`src/rtl/wdog_bank_pkg.sv`:
```
package wdog_bank_pkg;
  localparam int NUM_CH = 3;
  localparam int CNT_W  = 16;
  localparam int DATA_W = 16;
  localparam int ADDR_W = 6;
  localparam int BLK_W  = 2;

  typedef enum logic [1:0] {
    OFS_COUNT  = 2'd0,
    OFS_LIMIT  = 2'd1,
    OFS_STATUS = 2'd2,
    OFS_SPARE  = 2'd3
  } reg_ofs_e;
endpackage

```
`src/rtl/wdog_tick_gen.sv`:
```
module wdog_tick_gen #(
  parameter int TICK_CYCLES = 20_000_000
) (
  input  logic clk,
  input  logic rst,
  output logic tick_o
);
  localparam int TW = (TICK_CYCLES > 1) ? $clog2(TICK_CYCLES) : 1;
  localparam logic [TW-1:0] LAST = TW'(TICK_CYCLES - 1);

  logic [TW-1:0] div_q;

  always_ff @(posedge clk) begin
    if (rst) begin
      div_q  <= '0;
      tick_o <= 1'b0;
    end else if (div_q == LAST) begin
      div_q  <= '0;
      tick_o <= 1'b1;
    end else begin
      div_q  <= div_q + 1'b1;
      tick_o <= 1'b0;
    end
  end
endmodule

```
`src/rtl/wdog_chan.sv`:
```
module wdog_chan #(
  parameter int CNT_W = 16
) (
  input  logic             clk,
  input  logic             rst,
  input  logic             tick,
  input  logic             lim_wr,
  input  logic [CNT_W-1:0] wdata,
  input  logic             cnt_rd,
  output logic [CNT_W-1:0] cnt_o,
  output logic [CNT_W-1:0] lim_o,
  output logic             run_o,
  output logic             exp_o
);
  localparam logic [CNT_W-1:0] ONE = CNT_W'(1);

  logic terminal;
  assign terminal = tick & run_o & (cnt_o <= ONE);

  always_ff @(posedge clk) begin
    if (rst) begin
      cnt_o <= ONE;
      lim_o <= ONE;
      run_o <= 1'b0;
      exp_o <= 1'b0;
    end else if (lim_wr) begin
      cnt_o <= wdata;
      lim_o <= wdata;
      run_o <= 1'b1;
      exp_o <= 1'b0;
    end else if (cnt_rd) begin
      cnt_o <= lim_o;
    end else if (terminal) begin
      cnt_o <= '0;
      run_o <= 1'b0;
      exp_o <= 1'b1;
    end else if (tick && run_o) begin
      cnt_o <= cnt_o - ONE;
    end
  end
endmodule

```
`src/rtl/wdog_pulse.sv`:
```
module wdog_pulse #(
  parameter int PULSE_CYC = 16
) (
  input  logic clk,
  input  logic rst,
  input  logic trig,
  output logic pulse_o
);
  localparam int PW = $clog2(PULSE_CYC + 1);
  localparam logic [PW-1:0] FULL = PW'(PULSE_CYC);
  localparam logic [PW-1:0] ONE  = PW'(1);

  logic [PW-1:0] left_q;

  always_ff @(posedge clk) begin
    if (rst) begin
      left_q  <= '0;
      pulse_o <= 1'b0;
    end else if (trig) begin
      left_q  <= FULL;
      pulse_o <= 1'b1;
    end else if (left_q > ONE) begin
      left_q  <= left_q - ONE;
      pulse_o <= 1'b1;
    end else begin
      left_q  <= '0;
      pulse_o <= 1'b0;
    end
  end
endmodule

```
`src/rtl/wdog_bank.sv`:
```
module wdog_bank
  import wdog_bank_pkg::*;
#(
  parameter int TICK_CYCLES   = 20_000_000,
  parameter int RST_PULSE_CYC = 16
) (
  input  logic              clk,
  input  logic              rst,
  input  logic              bus_sel,
  input  logic              bus_we,
  input  logic [ADDR_W-1:0] bus_addr,
  input  logic [DATA_W-1:0] bus_wdata,
  output logic [DATA_W-1:0] bus_rdata,
  output logic              irq_o,
  output logic              rst_cpu_o,
  output logic              rst_board_o
);
  localparam logic [BLK_W-1:0] MASK_BLK = BLK_W'(NUM_CH);

  logic              tick;
  logic [BLK_W-1:0]  blk;
  logic [1:0]        ofs;
  logic              aligned;
  logic [NUM_CH-1:0] mask_q;
  logic [NUM_CH-1:0] lim_wr, cnt_rd, run_vec, exp_vec;
  logic [CNT_W-1:0]  cnt_arr [NUM_CH];
  logic [CNT_W-1:0]  lim_arr [NUM_CH];
  logic [NUM_CH-1:0] act_vec;
  logic [DATA_W-1:0] rd_mux;
  logic              mask_wr;

  assign blk     = bus_addr[5:4];
  assign ofs     = bus_addr[3:2];
  assign aligned = (bus_addr[1:0] == 2'b00);
  assign mask_wr = bus_sel & bus_we & aligned & (blk == MASK_BLK) & (ofs == 2'd0);

  wdog_tick_gen #(.TICK_CYCLES(TICK_CYCLES)) u_tick (
    .clk(clk), .rst(rst), .tick_o(tick)
  );

  for (genvar i = 0; i < NUM_CH; i++) begin : g_ch
    assign lim_wr[i] = bus_sel & bus_we & aligned & (blk == BLK_W'(i)) & (ofs == OFS_LIMIT);
    assign cnt_rd[i] = bus_sel & ~bus_we & aligned & (blk == BLK_W'(i)) & (ofs == OFS_COUNT);

    wdog_chan #(.CNT_W(CNT_W)) u_chan (
      .clk(clk), .rst(rst), .tick(tick),
      .lim_wr(lim_wr[i]), .wdata(bus_wdata[CNT_W-1:0]), .cnt_rd(cnt_rd[i]),
      .cnt_o(cnt_arr[i]), .lim_o(lim_arr[i]),
      .run_o(run_vec[i]), .exp_o(exp_vec[i])
    );

    if (i == 0) begin : g_level
      logic irq_q;
      always_ff @(posedge clk) begin
        if (rst) irq_q <= 1'b0;
        else     irq_q <= exp_vec[i] & ~mask_q[i];
      end
      assign act_vec[i] = irq_q;
    end else begin : g_pulse
      logic exp_d;
      always_ff @(posedge clk) begin
        if (rst) exp_d <= 1'b0;
        else     exp_d <= exp_vec[i];
      end
      wdog_pulse #(.PULSE_CYC(RST_PULSE_CYC)) u_pulse (
        .clk(clk), .rst(rst),
        .trig(exp_vec[i] & ~exp_d & ~mask_q[i]),
        .pulse_o(act_vec[i])
      );
    end
  end

  assign irq_o       = act_vec[0];
  assign rst_cpu_o   = act_vec[1];
  assign rst_board_o = act_vec[2];

  always_ff @(posedge clk) begin
    if (rst)          mask_q <= '1;
    else if (mask_wr) mask_q <= bus_wdata[NUM_CH-1:0];
  end

  always_comb begin
    rd_mux = '0;
    if (aligned) begin
      if (blk == MASK_BLK) begin
        if (ofs == 2'd0) rd_mux = DATA_W'(mask_q);
      end else begin
        for (int i = 0; i < NUM_CH; i++) begin
          if (blk == BLK_W'(i)) begin
            case (ofs)
              OFS_COUNT:  rd_mux = DATA_W'(cnt_arr[i]);
              OFS_LIMIT:  rd_mux = DATA_W'(lim_arr[i]);
              OFS_STATUS: rd_mux = DATA_W'({exp_vec[i], run_vec[i]});
              default:    rd_mux = '0;
            endcase
          end
        end
      end
    end
  end

  always_ff @(posedge clk) begin
    if (rst)                    bus_rdata <= '0;
    else if (bus_sel && !bus_we) bus_rdata <= rd_mux;
  end
endmodule

```
`config.mk`:
```
export PLATFORM = sky130hd
export DESIGN_NAME = wdog_bank
export DESIGN_NICKNAME = d
export VERILOG_FILES = /design/src/rtl/wdog_bank_pkg.sv /design/src/rtl/wdog_tick_gen.sv /design/src/rtl/wdog_chan.sv /design/src/rtl/wdog_pulse.sv /design/src/rtl/wdog_bank.sv
export SDC_FILE = /design/constraint.sdc
export NUM_CORES = 1
export LEC_CHECK = 0
export BUFFER_PORTS_ARGS = -buffer_cell sky130_fd_sc_hd__buf_2
export CORE_MARGIN = 2
export CORE_UTILIZATION = 55
export CTS_CLUSTER_SIZE = 20
export DETAILED_ROUTE_END_ITERATION = 8
export MAX_ROUTING_LAYER = met4
export PLACE_DENSITY_LB_ADDON = 0.3
export SYNTH_ARGS = -nofsm -noshare
export SYNTH_HDL_FRONTEND = slang
export SYNTH_SLANG_ARGS = --single-unit
```
`constraint.sdc`:
```
create_clock -name clk -period 4.35 [get_ports clk]
set_clock_uncertainty 0.05 [all_clocks]
set_input_delay 0.87 -clock clk [delete_from_list [all_inputs] [get_ports clk]]
set_output_delay 0.87 -clock clk [all_outputs]
set_load 0.005 [all_outputs]
```
==> flow_metrics.env <==
export IMPL_fin_hold_ws_ns=0.420
export IMPL_leakagePower_nw=3.21
export IMPL_ys_flop_type="dfxtp_1"
export IMPL_p_per_area_mw_per_mm2=368
export IMPL_clkTransAtPathRegs_ns=0.08
export IMPL_post_cts_resize_count=0
export IMPL_drt_drc_violations_left=0
export IMPL_cts_setup_buffers=0
export IMPL_via_per_inst=6.59
export IMPL_crit_type="input port to flop"
export IMPL_crit_start="bus_addr[2]"
export IMPL_syn_num_nets=1095
export IMPL_first_global_vias=7583
export IMPL_antenna_found_initial=0
export IMPL_hold_violations=0
export IMPL_totalWireLength_um=25600
export IMPL_dpl_hpwl_um=17700
export IMPL_period_needed_ns=2.85
export IMPL_tightest_slew_ns=0.950
export IMPL_finalSetupViolCount=0
export IMPL_route_vias_total=8395
export IMPL_min_delay_start="bus_rdata[2]"
export IMPL_synth_edf_count=0
export IMPL_postRouteAntennaNets=0
export IMPL_period_share=0.656
export IMPL_hold_depth=2
export IMPL_drv_slew=0
export IMPL_endpoint="g_ch[0].u_chan.cnt_o[9]"
export IMPL_stdcell_count=1273
export IMPL_drive_above_1_share=0.109
export IMPL_fin_ws_ns=1.50
export IMPL_grt_max_degree=52
export IMPL_place_gp_congestion=0.975
export IMPL_crit_required_ns=4.66
export IMPL_synth_top_cell_by_area="dfxtp_1"
export IMPL_grt_usage=0.332
export IMPL_insertion_delay_ns=0.45
export IMPL_crit_fanout=22
export IMPL_synthTopCellsByArea="dfxtp_1 39%, nand2_1 8.5%, a21oi_1 5.8%"
export IMPL_yosysWarnings=0
export IMPL_dp_cells=1241
export IMPL_peakVddDrop_v=0.000291
export IMPL_drtPass1Iterations=6
export IMPL_async_flop_share=0
export IMPL_startpoint_type="input port"
export IMPL_diodes=0
export IMPL_arrival_ns=3.17
export IMPL_place_ws_ns=1.11
export IMPL_rows=45
export IMPL_grt_ovfl_total=0
export IMPL_crit_path_end_kind="flop"
export IMPL_dieArea_mm2=0.0162
export IMPL_ys_types=70
export IMPL_syn_inst=1058
export IMPL_rr_worst_depth=6
export IMPL_cts_root_buffer="clkbuf_16"
export IMPL_wl_per_cell_um=20.1
export IMPL_cts_hold_buffers=0
export IMPL_fp_dieH_um=127
export IMPL_rsz0062_at_grt="false"
export IMPL_cts_buffers=17
export IMPL_initial_core_util=0.556
export IMPL_port_buffers=44
export IMPL_cts_sinks=162
export IMPL_cts_tree="done"
export IMPL_synth_cell_area_mm2=0.00835
export IMPL_cts_htree_levels=4
export IMPL_fin_nets=1109
export IMPL_io_pins=45
export IMPL_tns_ns=0
export IMPL_layout_common_cells="189 x nand2_1, 162 x dfxtp_1, 97 x a21oi_1"
export IMPL_rr_startpoint="g_ch[0].u_chan.cnt_o[8]"
export IMPL_synthToLayoutAreaGrowth_pct=11.5
export IMPL_relSlewSlack=0.366
export IMPL_clock_path_buffers=2
export IMPL_r2r_end="g_ch[0].u_chan.cnt_o[10]"
export IMPL_avgSynthCellArea_um2=7.89
export IMPL_grt_pass1_wl_um=41300
export IMPL_fin_area_mm2=0.00931
export IMPL_max_freq_mhz=350
export IMPL_die_x_um=127
export IMPL_final_common_cell="nand2_1"
export IMPL_synth_top_cell_area_share=0.388
export IMPL_drv_max_cap_violation_count=0
export IMPL_dr_first_iter_drc_count=1112
export IMPL_synth_ff_latch_count=162
export IMPL_ys_seq_area_frac=0.388
export IMPL_rrSetupSlack_ns=1.55
export IMPL_placed_cell_area_mm2=0.00870
export IMPL_core_mm2=0.0150
export IMPL_hold_class="flop to flop"
export IMPL_status="completed"
==> synthesized netlist by cell type (4+ instances only) <==
| library cell | n |
|---|---|
| nor2_1 | 70 |
| buf_1 | 9 |
| xor2_1 | 9 |
| nand2_1 | 189 |
| mux2i_1 | 13 |
| and3_1 | 7 |
| buf_2 | 11 |
| o22ai_1 | 12 |
| nor4_1 | 20 |
| a31oi_1 | 30 |
| a21o_1 | 5 |
| o211ai_1 | 4 |
| a222oi_1 | 9 |
| a221oi_1 | 10 |
| xnor2_1 | 20 |
| nand4_1 | 13 |
| a22o_1 | 33 |
| o21ai_0 | 31 |
| or3_1 | 18 |
| nor3_1 | 31 |
| a21oi_1 | 97 |
| dfxtp_1 | 162 |
| o2111ai_1 | 5 |
| inv_1 | 28 |
| nand3_1 | 25 |
| ha_1 | 11 |
| nor2b_1 | 6 |
| clkbuf_1 | 47 |
| nand2b_1 | 5 |
| or4_1 | 5 |
| a22oi_1 | 35 |
| o32ai_1 | 10 |
| or3b_2 | 4 |
| and2_1 | 9 |
==> worst min-delay path by stage <==
stage                          endpoint
6_report                   bus_rdata[2]
5_1_grt        g_ch[2].u_chan.lim_o[13]
4_1_cts         g_ch[2].u_chan.lim_o[8]
2_1_floorplan                     irq_o
3_3_place_gp            u_tick.div_q[0]
3_5_place_dp            u_tick.div_q[0]
==> cell type report <==
class                      instances  area [µm²]
timing repair buffer              63         365
multi-input combinational        800        4750
fill                            1342        5720
clock inverter                    15         186
sequential                       162        3240
tap                              188         235
inverter                          28         105
clock buffer                      17         425
==> state kept, by name (all words and copies together) (netlist names) <==
name / cells
g_ch.u_chan.cnt_o: 48
g_ch.u_chan.lim_o: 48
u_tick.div_q: 25
bus_rdata: 16
g_ch.g_pulse.u_pulse.left_q: 10
g_ch.u_chan.exp_o: 3
g_ch.u_chan.run_o: 3
mask_q: 3
g_ch.g_pulse.exp_d: 2
g_ch.g_pulse.u_pulse.pulse_o: 2
irq_o: 1
u_tick.tick_o: 1
==> per-layer routing <==
metal / global-route usage / up-vias / wire [µm]
met4: 0.160 / 0 / 1130
met2: 0.474 / 454 / 11200
li1: - / 3921 / -
met1: 0.446 / 3933 / 10900
met3: 0.0766 / 87 / 2380
met5: - / - / 0
==> per-stage QoR <==
step	power [mW]	util
6_report	3.42	0.619
5_1_grt	3.55	0.619
4_1_cts	3.43	0.619
3_5_place_dp	1.92	0.579
3_3_place_gp	1.92	0.579
2_1_floorplan	1.82	-
==> logic make-up (layout without fill, tap and decap cells) <==
| logic type | after synthesis | after routing | share of synthesized area |
|---|---|---|---|
| AOI/OAI and AO/OA | 316 | 316 | 0.255 |
| xor gates and xnor gates | 29 | 29 | 0.0304 |
| adders and majority gates | 11 | 11 | 0.0165 |
| buffers and inverters | 96 | 123 | 0.0452 |
| DFF | 162 | 162 | 0.388 |
| muxes | 16 | 16 | 0.0196 |
| and+or+nand+nor | 428 | 428 | 0.245 |
==> power by group <==
group          internal [mW]  total [mW]  switching, mW  leakage (nW)
Sequential              1.53        1.58         0.0457          1.31
Clock                  0.780        1.52          0.741         0.290
Combinational          0.126       0.323          0.197          1.62
Total                   2.44        3.42          0.984          3.21
==> worst max-delay path, stage by stage <==
cell and delay, ns:
buf_2 0.42, nor4_2 0.07, buf_4 0.22, a22oi_1 0.30, a21boi_0 0.68, buf_4 0.29
nand4_1 0.11, a31oi_1 0.20
Power figures use the tool's default switching activity.
